$ cat src/rtl/qwp_pkg.sv
package qwp_pkg;
   typedef enum logic {
      LANE_LO = 1'b0,
      LANE_HI = 1'b1
   } qwp_lane_e;

   localparam int unsigned QWP_DESC_W = 128;
endpackage

$ cat src/rtl/qwp_desc_decode.sv
module qwp_desc_decode #(
   parameter int unsigned DESC_W   = 128,
   parameter int unsigned LEN_W    = 10,
   parameter int unsigned LEN_LSB  = 96,
   parameter int unsigned FMT4_BIT = 125,
   parameter int unsigned DATA_BIT = 126,
   parameter int unsigned A64_POS  = 2,
   parameter int unsigned A32_POS  = 34,
   localparam int unsigned CW      = LEN_W + 1
) (
   input  logic [DESC_W-1:0] desc,
   output logic              has_data,
   output qwp_pkg::qwp_lane_e first_lane,
   output logic [CW-1:0]     n_words,
   output logic [CW-1:0]     n_beats
);
   localparam int unsigned SW = LEN_W + 2;

   logic [LEN_W-1:0] len_field;
   logic             addr_b2;
   logic [SW-1:0]    sum;

   assign len_field = desc[LEN_LSB +: LEN_W];
   assign has_data  = desc[DATA_BIT];
   // the header format decides which address word carries bit 2
   assign addr_b2   = desc[FMT4_BIT] ? desc[A64_POS] : desc[A32_POS];
   assign first_lane = addr_b2 ? qwp_pkg::LANE_HI : qwp_pkg::LANE_LO;

   always_comb begin
      if (len_field == '0) begin
         n_words = CW'(1) << LEN_W;
      end else begin
         n_words = {1'b0, len_field};
      end
   end

   assign sum     = SW'(n_words) + SW'(addr_b2) + SW'(1);
   assign n_beats = sum[SW-1:1];
endmodule

$ cat src/rtl/qwp_beat_count.sv
module qwp_beat_count #(
   parameter int unsigned CW = 11
) (
   input  logic          clk,
   input  logic          rst_n,
   input  logic          load,
   input  logic [CW-1:0] load_val,
   input  logic          dec,
   output logic [CW-1:0] left
);
   always_ff @(posedge clk) begin
      if (!rst_n) begin
         left <= '0;
      end else if (load) begin
         left <= load_val;
      end else if (dec) begin
         left <= left - CW'(1);
      end
   end

   p_no_underflow_r5 : assert property (@(posedge clk) disable iff (!rst_n)
      dec && !load |-> left != '0)
      else $error("beat counter underflow");
endmodule

$ cat src/rtl/qwp_lane_assembler.sv
module qwp_lane_assembler #(
   parameter int unsigned DW          = 32,
   parameter int unsigned CW          = 11,
   parameter bit          ZERO_UNUSED = 1'b1
) (
   input  logic              clk,
   input  logic              rst_n,
   input  logic              start,
   input  qwp_pkg::qwp_lane_e start_lane,
   input  logic [CW-1:0]     start_count,
   input  logic              in_valid,
   output logic              in_ready,
   input  logic [DW-1:0]     in_data,
   output logic              out_valid,
   input  logic              out_ready,
   output logic [2*DW-1:0]   out_data,
   output logic [1:0]        out_dwen,
   output logic              out_last
);
   import qwp_pkg::*;

   logic [CW-1:0] rem_q;
   qwp_lane_e     lane_q;
   logic [DW-1:0] lo_q, hi_q;
   logic [1:0]    dwen_q;
   logic          last_q, ov_q;
   logic          take, emit, final_word;

   assign in_ready   = (rem_q != '0) && (!ov_q || out_ready);
   assign take       = in_valid && in_ready;
   assign emit       = ov_q && out_ready;
   assign final_word = (rem_q == CW'(1));

   always_ff @(posedge clk) begin
      if (!rst_n) begin
         rem_q  <= '0;
         lane_q <= LANE_LO;
         lo_q   <= '0;
         hi_q   <= '0;
         dwen_q <= '0;
         last_q <= 1'b0;
         ov_q   <= 1'b0;
      end else if (start) begin
         rem_q  <= start_count;
         lane_q <= start_lane;
         lo_q   <= '0;
         dwen_q <= '0;
         last_q <= 1'b0;
         ov_q   <= 1'b0;
      end else begin
         if (emit) begin
            ov_q <= 1'b0;
         end
         if (take) begin
            rem_q  <= rem_q - CW'(1);
            last_q <= final_word;
            if (lane_q == LANE_LO) begin
               // low word opens a beat and waits in the holding register
               lo_q   <= in_data;
               dwen_q <= 2'b01;
               lane_q <= LANE_HI;
               if (final_word) begin
                  ov_q <= 1'b1;
               end
            end else begin
               hi_q   <= in_data;
               dwen_q <= {1'b1, dwen_q[0]};
               lane_q <= LANE_LO;
               ov_q   <= 1'b1;
            end
         end
      end
   end

   assign out_valid = ov_q;
   assign out_dwen  = dwen_q;
   assign out_last  = last_q;

   generate
      if (ZERO_UNUSED) begin : g_mask
         assign out_data = {dwen_q[1] ? hi_q : {DW{1'b0}},
                            dwen_q[0] ? lo_q : {DW{1'b0}}};
      end else begin : g_raw
         assign out_data = {hi_q, lo_q};
      end
   endgenerate

   p_hold_stall_r9 : assert property (@(posedge clk) disable iff (!rst_n)
      out_valid && !out_ready |=> out_valid && $stable(out_data)
                                 && $stable(out_dwen) && $stable(out_last))
      else $error("beat changed under backpressure");

   p_dwen_nonzero_r6 : assert property (@(posedge clk) disable iff (!rst_n)
      out_valid |-> out_dwen != 2'b00)
      else $error("valid beat without enabled lane");

   p_last_drains_r7 : assert property (@(posedge clk) disable iff (!rst_n)
      out_valid && out_last |-> rem_q == '0)
      else $error("last beat while words remain");
endmodule

$ cat src/rtl/qw_lane_packer.sv
module qw_lane_packer #(
   parameter int unsigned DESC_W      = 128,
   parameter int unsigned DW          = 32,
   parameter int unsigned LEN_W       = 10,
   parameter int unsigned LEN_LSB     = 96,
   parameter int unsigned FMT4_BIT    = 125,
   parameter int unsigned DATA_BIT    = 126,
   parameter int unsigned A64_POS     = 2,
   parameter int unsigned A32_POS     = 34,
   parameter bit          ZERO_UNUSED = 1'b1,
   localparam int unsigned CW         = LEN_W + 1,
   localparam int unsigned OW         = 2 * DW
) (
   input  logic              clk,
   input  logic              rst_n,
   input  logic              desc_valid,
   output logic              desc_ready,
   input  logic [DESC_W-1:0] desc,
   input  logic              in_valid,
   output logic              in_ready,
   input  logic [DW-1:0]     in_data,
   output logic              out_valid,
   input  logic              out_ready,
   output logic [OW-1:0]     out_data,
   output logic [1:0]        out_dwen,
   output logic              out_last
);
   import qwp_pkg::*;

   generate
      if (LEN_LSB + LEN_W > DESC_W) begin : g_bad_len
         $error("length field exceeds descriptor");
      end
      if (FMT4_BIT >= DESC_W || DATA_BIT >= DESC_W ||
          A64_POS >= DESC_W || A32_POS >= DESC_W) begin : g_bad_pos
         $error("descriptor bit position out of range");
      end
      if (DW == 0 || LEN_W == 0) begin : g_bad_w
         $error("zero width");
      end
   endgenerate

   logic          has_data;
   qwp_lane_e     first_lane;
   logic [CW-1:0] n_words, n_beats, beats_left;
   logic          busy_q, accept, start, beat_xfer;

   qwp_desc_decode #(
      .DESC_W(DESC_W), .LEN_W(LEN_W), .LEN_LSB(LEN_LSB),
      .FMT4_BIT(FMT4_BIT), .DATA_BIT(DATA_BIT),
      .A64_POS(A64_POS), .A32_POS(A32_POS)
   ) i_decode (
      .desc(desc), .has_data(has_data), .first_lane(first_lane),
      .n_words(n_words), .n_beats(n_beats)
   );

   assign desc_ready = !busy_q;
   assign accept     = desc_valid && desc_ready;
   assign start      = accept && has_data;
   assign beat_xfer  = out_valid && out_ready;

   always_ff @(posedge clk) begin
      if (!rst_n) begin
         busy_q <= 1'b0;
      end else if (start) begin
         busy_q <= 1'b1;
      end else if (beat_xfer && out_last) begin
         busy_q <= 1'b0;
      end
   end

   qwp_beat_count #(.CW(CW)) i_beats (
      .clk(clk), .rst_n(rst_n), .load(start), .load_val(n_beats),
      .dec(beat_xfer), .left(beats_left)
   );

   qwp_lane_assembler #(.DW(DW), .CW(CW), .ZERO_UNUSED(ZERO_UNUSED)) i_lanes (
      .clk(clk), .rst_n(rst_n), .start(start), .start_lane(first_lane),
      .start_count(n_words), .in_valid(in_valid), .in_ready(in_ready),
      .in_data(in_data), .out_valid(out_valid), .out_ready(out_ready),
      .out_data(out_data), .out_dwen(out_dwen), .out_last(out_last)
   );

   p_last_on_final_r7 : assert property (@(posedge clk) disable iff (!rst_n)
      out_valid && out_last |-> beats_left == CW'(1))
      else $error("last flag before final counted beat");

   p_final_has_last_r5 : assert property (@(posedge clk) disable iff (!rst_n)
      out_valid && beats_left == CW'(1) |-> out_last)
      else $error("final counted beat without last flag");

   p_idle_quiet_r8 : assert property (@(posedge clk) disable iff (!rst_n)
      !busy_q |-> !out_valid && !in_ready)
      else $error("activity while idle");
endmodule

$ cat config.mk
export PLATFORM = sky130hd
export DESIGN_NAME = qw_lane_packer
export DESIGN_NICKNAME = d
export VERILOG_FILES = /design/src/rtl/qwp_pkg.sv /design/src/rtl/qwp_desc_decode.sv /design/src/rtl/qwp_beat_count.sv /design/src/rtl/qwp_lane_assembler.sv /design/src/rtl/qw_lane_packer.sv
export SDC_FILE = /design/constraint.sdc
export NUM_CORES = 1
export LEC_CHECK = 0
export ABC_AREA = 1
export BUFFER_PORTS_ARGS = -buffer_cell sky130_fd_sc_hd__buf_2
export CELL_PAD_IN_SITES_DETAIL_PLACEMENT = 0
export CELL_PAD_IN_SITES_GLOBAL_PLACEMENT = 1
export CORE_MARGIN = 8
export CORE_UTILIZATION = 29
export DETAILED_ROUTE_END_ITERATION = 12
export MAX_ROUTING_LAYER = met4
export PLACE_DENSITY_LB_ADDON = 0.15
export SETUP_SLACK_MARGIN = 0.15
export SYNTH_ARGS = -nofsm -noshare
export SYNTH_HDL_FRONTEND = slang
export SYNTH_SLANG_ARGS = --single-unit
$ cat constraint.sdc
create_clock -name clk -period 2.3 [get_ports clk]
set_input_delay 0.46 -clock clk [delete_from_list [all_inputs] [get_ports clk]]
set_output_delay 0.46 -clock clk [all_outputs]
set_load 0.02 [all_outputs]
# After elaboration in Yosys (flattened, before gate mapping)

Cells that the tools add are included.

Bits of input ports: 165
Register bits after elaboration: 81
Word-level logic and storage cells: 47
Output and inout port bits: 70

Multiplexer cells: 17
$add $sub $neg: 1
Equal/unequal tests: 1
Bitwise logic cells: 3
Reductions and logical operators: 16

Operator list:

| cell                  | number |
|---|---|
| $mux 32               | 2 |
| $mux 11               | 3 |
| $eq 11x1->1 const B   | 1 |
| $mux 1                | 11 |
| $reduce_bool 11->1    | 1 |
| $sub 11x1->11 const B | 1 |
| $logic_not 10->1      | 1 |
| $logic_and 1x1->1     | 6 |
| $reduce_bool 2->1     | 2 |
| $not 1->1             | 3 |
| $reduce_and 3->1      | 1 |
| $logic_not 1->1       | 2 |
| $mux 2                | 1 |
| $reduce_and 2->1      | 1 |
| $reduce_or 2->1       | 1 |
| $logic_or 1x1->1      | 1 |

# Longest topological paths before layout

Depth after elaboration: 6
Mapped depth: 11
Mapped depth without buffers: 10

# Cells and area by module

Synthesis repeated with hierarchy kept, for this count alone.

Cells, all modules: 653
Area total of the unflattened synthesis: 4553.1 um^2

Modules (own cells, without submodules):

| module             | area an instance (um^2) | times used | cells an instance |
|---|---|---|---|
| qwp_lane_assembler | 4140.2                  | 1          | 574 |
| qwp_desc_decode    | 354.1                   | 1          | 71 |
| qw_lane_packer     | 58.8                    | 1          | 8 |

# Least setup slack after synthesis

No wires, ideal clock.

Path type: reg2reg
Start point: register i_lanes.rem_q[0]
End point: register i_lanes.hi_q[31]
Required time: 2.187 ns
Setup time: 0.113 ns
Buffers on the path: 1
Period minus slack after synthesis: 1.609 ns
Path slack: 0.691 ns
Arrival: 1.496 ns
Stages on the path, launching flop included: 12
Cell sequence: dfxtp_1 inv_1 ha_1 nand2_1 nor2_2 nand3_4 nand3_4 nor2_4 buf_6 nand3_1 nand2_1 nor2_1

Word-level cells in the longest chain between the ends: 4

Ends and longest elaborated chain:

| item                       | RTL line                 | source |
|---|---|---|
| start, declared            | qwp_lane_assembler.sv:22 | `logic [CW-1:0] rem_q;` |
| start signal, assigned     | qwp_lane_assembler.sv:44 | `rem_q <= start_count;` |
| start signal, assigned     | qwp_lane_assembler.sv:55 | `rem_q <= rem_q - CW'(1);` |
| $reduce_bool 11->1         | qwp_lane_assembler.sv:29 | `assign in_ready = (rem_q != '0) && (!ov_q \|\| out_ready);` |
| $logic_and 1x1->1          | qwp_lane_assembler.sv:29 |  |
| $logic_and 1x1->1          | qwp_lane_assembler.sv:30 | `assign take = in_valid && in_ready;` |
| $reduce_and 3->1 (no line) | n/a                      |  |
| end signal, assigned       | qwp_lane_assembler.sv:66 | `hi_q <= in_data;` |
| end, declared              | qwp_lane_assembler.sv:24 | `logic [DW-1:0] lo_q, hi_q;` |

No other way between the ends.
A chain may end at the register's enable or synchronous reset.

# Final worst setup path

Start point: register i_lanes.rem_q[1]
End point: output in_ready

Word-level cells in the longest chain between the ends: 2

Ends and longest elaborated chain:

| item               | RTL line                 | source |
|---|---|---|
| $reduce_bool 11->1 | qwp_lane_assembler.sv:29 |  |
| $logic_and 1x1->1  | qwp_lane_assembler.sv:29 |  |
| end, declared      | qw_lane_packer.sv:20     | `output logic in_ready,` |

No other way between the ends.

==> reports/metrics.cfg <==
[status]
status = finished clean

[sta]
tns_ps = 0
setup_viol = 0
rsz0062_at_grt = false
worstMarginPinSlew_ps = 390
clock_skew_ps = 8.60
fin_crit_ps = 2010
whs_ps = 364
relSlewSlack = 0.740
max_freq_mhz = 497
drv_slew = 0
hold_viol_final = 0
finalWorstSetupSlack_ps = 288
finalCritPeriodShare = 0.875

[power_and_ir_drop]
ir_worst_vdd_mv = 0.352
netSwitchingFraction = 0.356
p_switching_mw = 1.83
p_comb_frac = 0.317
p_int_mw = 3.31
powerDensity_nw_per_um2 = 980
pwr-share-clk = 0.327
p_seq_frac = 0.355
total_power_mw = 5.14
p_leak_nw = 3.14

[layout]
diodes = 0
drive_gt1_frac = 0.222
syn2layout_area_growth_pct = 26.7
stdcell_count = 951
final_nets = 933

[logic_synthesis]
synth_commonest_cells = nor2_1, nand2_1, inv_1
synthMostInstantiatedCell = nor2_1
ys_ff_latch = 81
syn_nets = 825
synth_top_area_share = 0.392
yosys_warnings = 0
synth_top_cell_by_area = dfxtp_1
async_flop_share = 0
synthTopCellsByArea = dfxtp_1, nor2_1, nand2_1
synth_edf_count = 0
synth_ff_type = dfxtp_1
yosysSeqAreaShare = 0.392
postSynthCellCount = 658
ys_types = 31
synthesis.area_um2 = 4140
postSynthAreaPerCell_um2 = 6.29

[drt]
drc = 0
vias = 4032
routed_wl_um = 12800
drtIter0Drc = 194
routed_via_density = 4.24
routedWlPerCell_um = 13.5
drt_pass1_iterations = 4
ant_nets = 0

[cts]
root_buffer = clkbuf_16
htree_levels = 3
cts_buffer_depth = 2
cts.sinks = 81
clk_pin_slew_ps = 60
insertion_delay_ps = 340
numCtsBuffers = 9
cts_tree = built

[place]
hpwl_um = 9120
dp.cells = 934
place.gp.congestion = 0.803
port_buffers = 120
place_ws_ps = 301

[critical_path]
crit_type = reg2out
crit_chain = inv_1 -> ha_4 -> nand2_1 -> nor2_4 -> nand3_4 -> nand2_1 -> inv_1 -> buf_2
worst_ep_required_time_ps = 1840
critPathLaunchType = register
cpPeakStageDelay_ps = 320
cp.arrival_ps = 1550
crit_buf_inv = 3
end_kind = output pin
cp_slowest_cell = dfxtp_1
crit_family = simple AND/OR/NAND/NOR gates
crit_fanout = 4

[global_route]
antenna_found_initial = 0
grt_pass1_vias = 3994
grt_first_pass_wirelength_um = 20700
grt_max_degree = 35
grt_overflow_total = 0
grt_use_total = 0.144

[floorplanning]
coreArea_um2 = 13900
die-area_um2 = 18400
ioPinCount = 235
rows = 43
initial_core_util = 0.297
die-width_um = 135
die_height_um = 135

[min_path]
hp-class = in2reg

[run]
cap_violations = 0

sequential cells by signal, summed over array words and instances (netlist names):
| register | flops |
|---|---|
| i_lanes.hi_q | 32 |
| i_lanes.lo_q | 32 |
| i_lanes.rem_q | 11 |
| i_lanes.out_dwen | 2 |
| busy_q | 1 |
| i_lanes.lane_q | 1 |
| i_lanes.out_last | 1 |
| i_lanes.out_valid | 1 |
metrics by stage:
step                utilization  instance area, um^2
finish                    0.376                 5240
global route              0.376                 5240
CTS                       0.375                 5220
detailed placement        0.350                 4870
global placement          0.350                 4870
floorplan                     -                 4140
cells by family after synthesis:
group | share of synthesized area
flops | 0.392
compound gates | 0.0689
fa+ha+maj | 0.00604
xor+xnor | 0.00846
buf+inv | 0.160
simple gates | 0.362
mux | 0.00272
power by group through the flow:
| stage | logic [mW] | registers, mW | clock network [mW] |
|---|---|---|---|
| finish | 1.63 | 1.83 | 1.68 |
| global route | 1.86 | 1.86 | 1.77 |
| CTS | 1.62 | 1.83 | 1.73 |
| detailed placement | 1.61 | 1.85 | 0 |
| global placement | 1.59 | 1.85 | 0 |
| floorplan | 1.26 | 1.82 | 0 |
worst min-delay path: stages:
cell and delay, ps:
buf_2 90, nor2_1 40, nor2_1 80
per-layer routing:
layer | routed length, um | track usage | vias up | part of all wire
met5 | 0 | - | - | 0
met4 | 175 | 0.0555 | 0 | 0.014
met3 | 537 | 0.0245 | 12 | 0.042
met2 | 5450 | 0.207 | 86 | 0.43
met1 | 6640 | 0.197 | 1762 | 0.52
li1 | - | - | 2172 | -
area by class of cell:
type,instances,area (um^2)
clock buffer,10,239
clock inverter,6,105
fill,1523,8690
inverter,120,453
multi-input combinational,421,1880
sequential,81,1620
tap,180,225
timing repair buffer,133,723
cells in the final DEF (no fill, tap or decap), types with 4 or more instances in the layout:
cell       count
a21oi_1       15
buf_2        120
buf_4         11
clkbuf_16      9
dfxtp_1       81
inv_1        114
inv_2          5
nand2_1      140
nand3_1       51
nor2_1       149
nor2_2         4
o21ai_0       33
o21ai_1        6
xor2_1         4
worst paths after layout:
path,to,cells past startpoint,start,slack (ps)
hold / removal,i_lanes.lo_q[30]$_SDFFE_PP0P_,3,in_data[30],360
setup / recovery,in_ready,8,i_lanes.rem_q[1]$_SDFFE_PN0P_,290
setup reg to reg,i_lanes.lo_q[23]$_SDFFE_PP0P_,10,i_lanes.rem_q[0]$_SDFFE_PN0P_,380
hold reg to reg,busy_q$_SDFFE_PN0P_,2,busy_q$_SDFFE_PN0P_,470
what timing repair did:
item                                    CTS  global route
setup buffers                             0             1
hold buffers                              0             0
endpoints found under the setup margin    1            25
gates cloned                              0             0
pin swaps                                 0             1
resized for setup                         1             3
No activity file was read; power rests on OpenSTA's default activity.
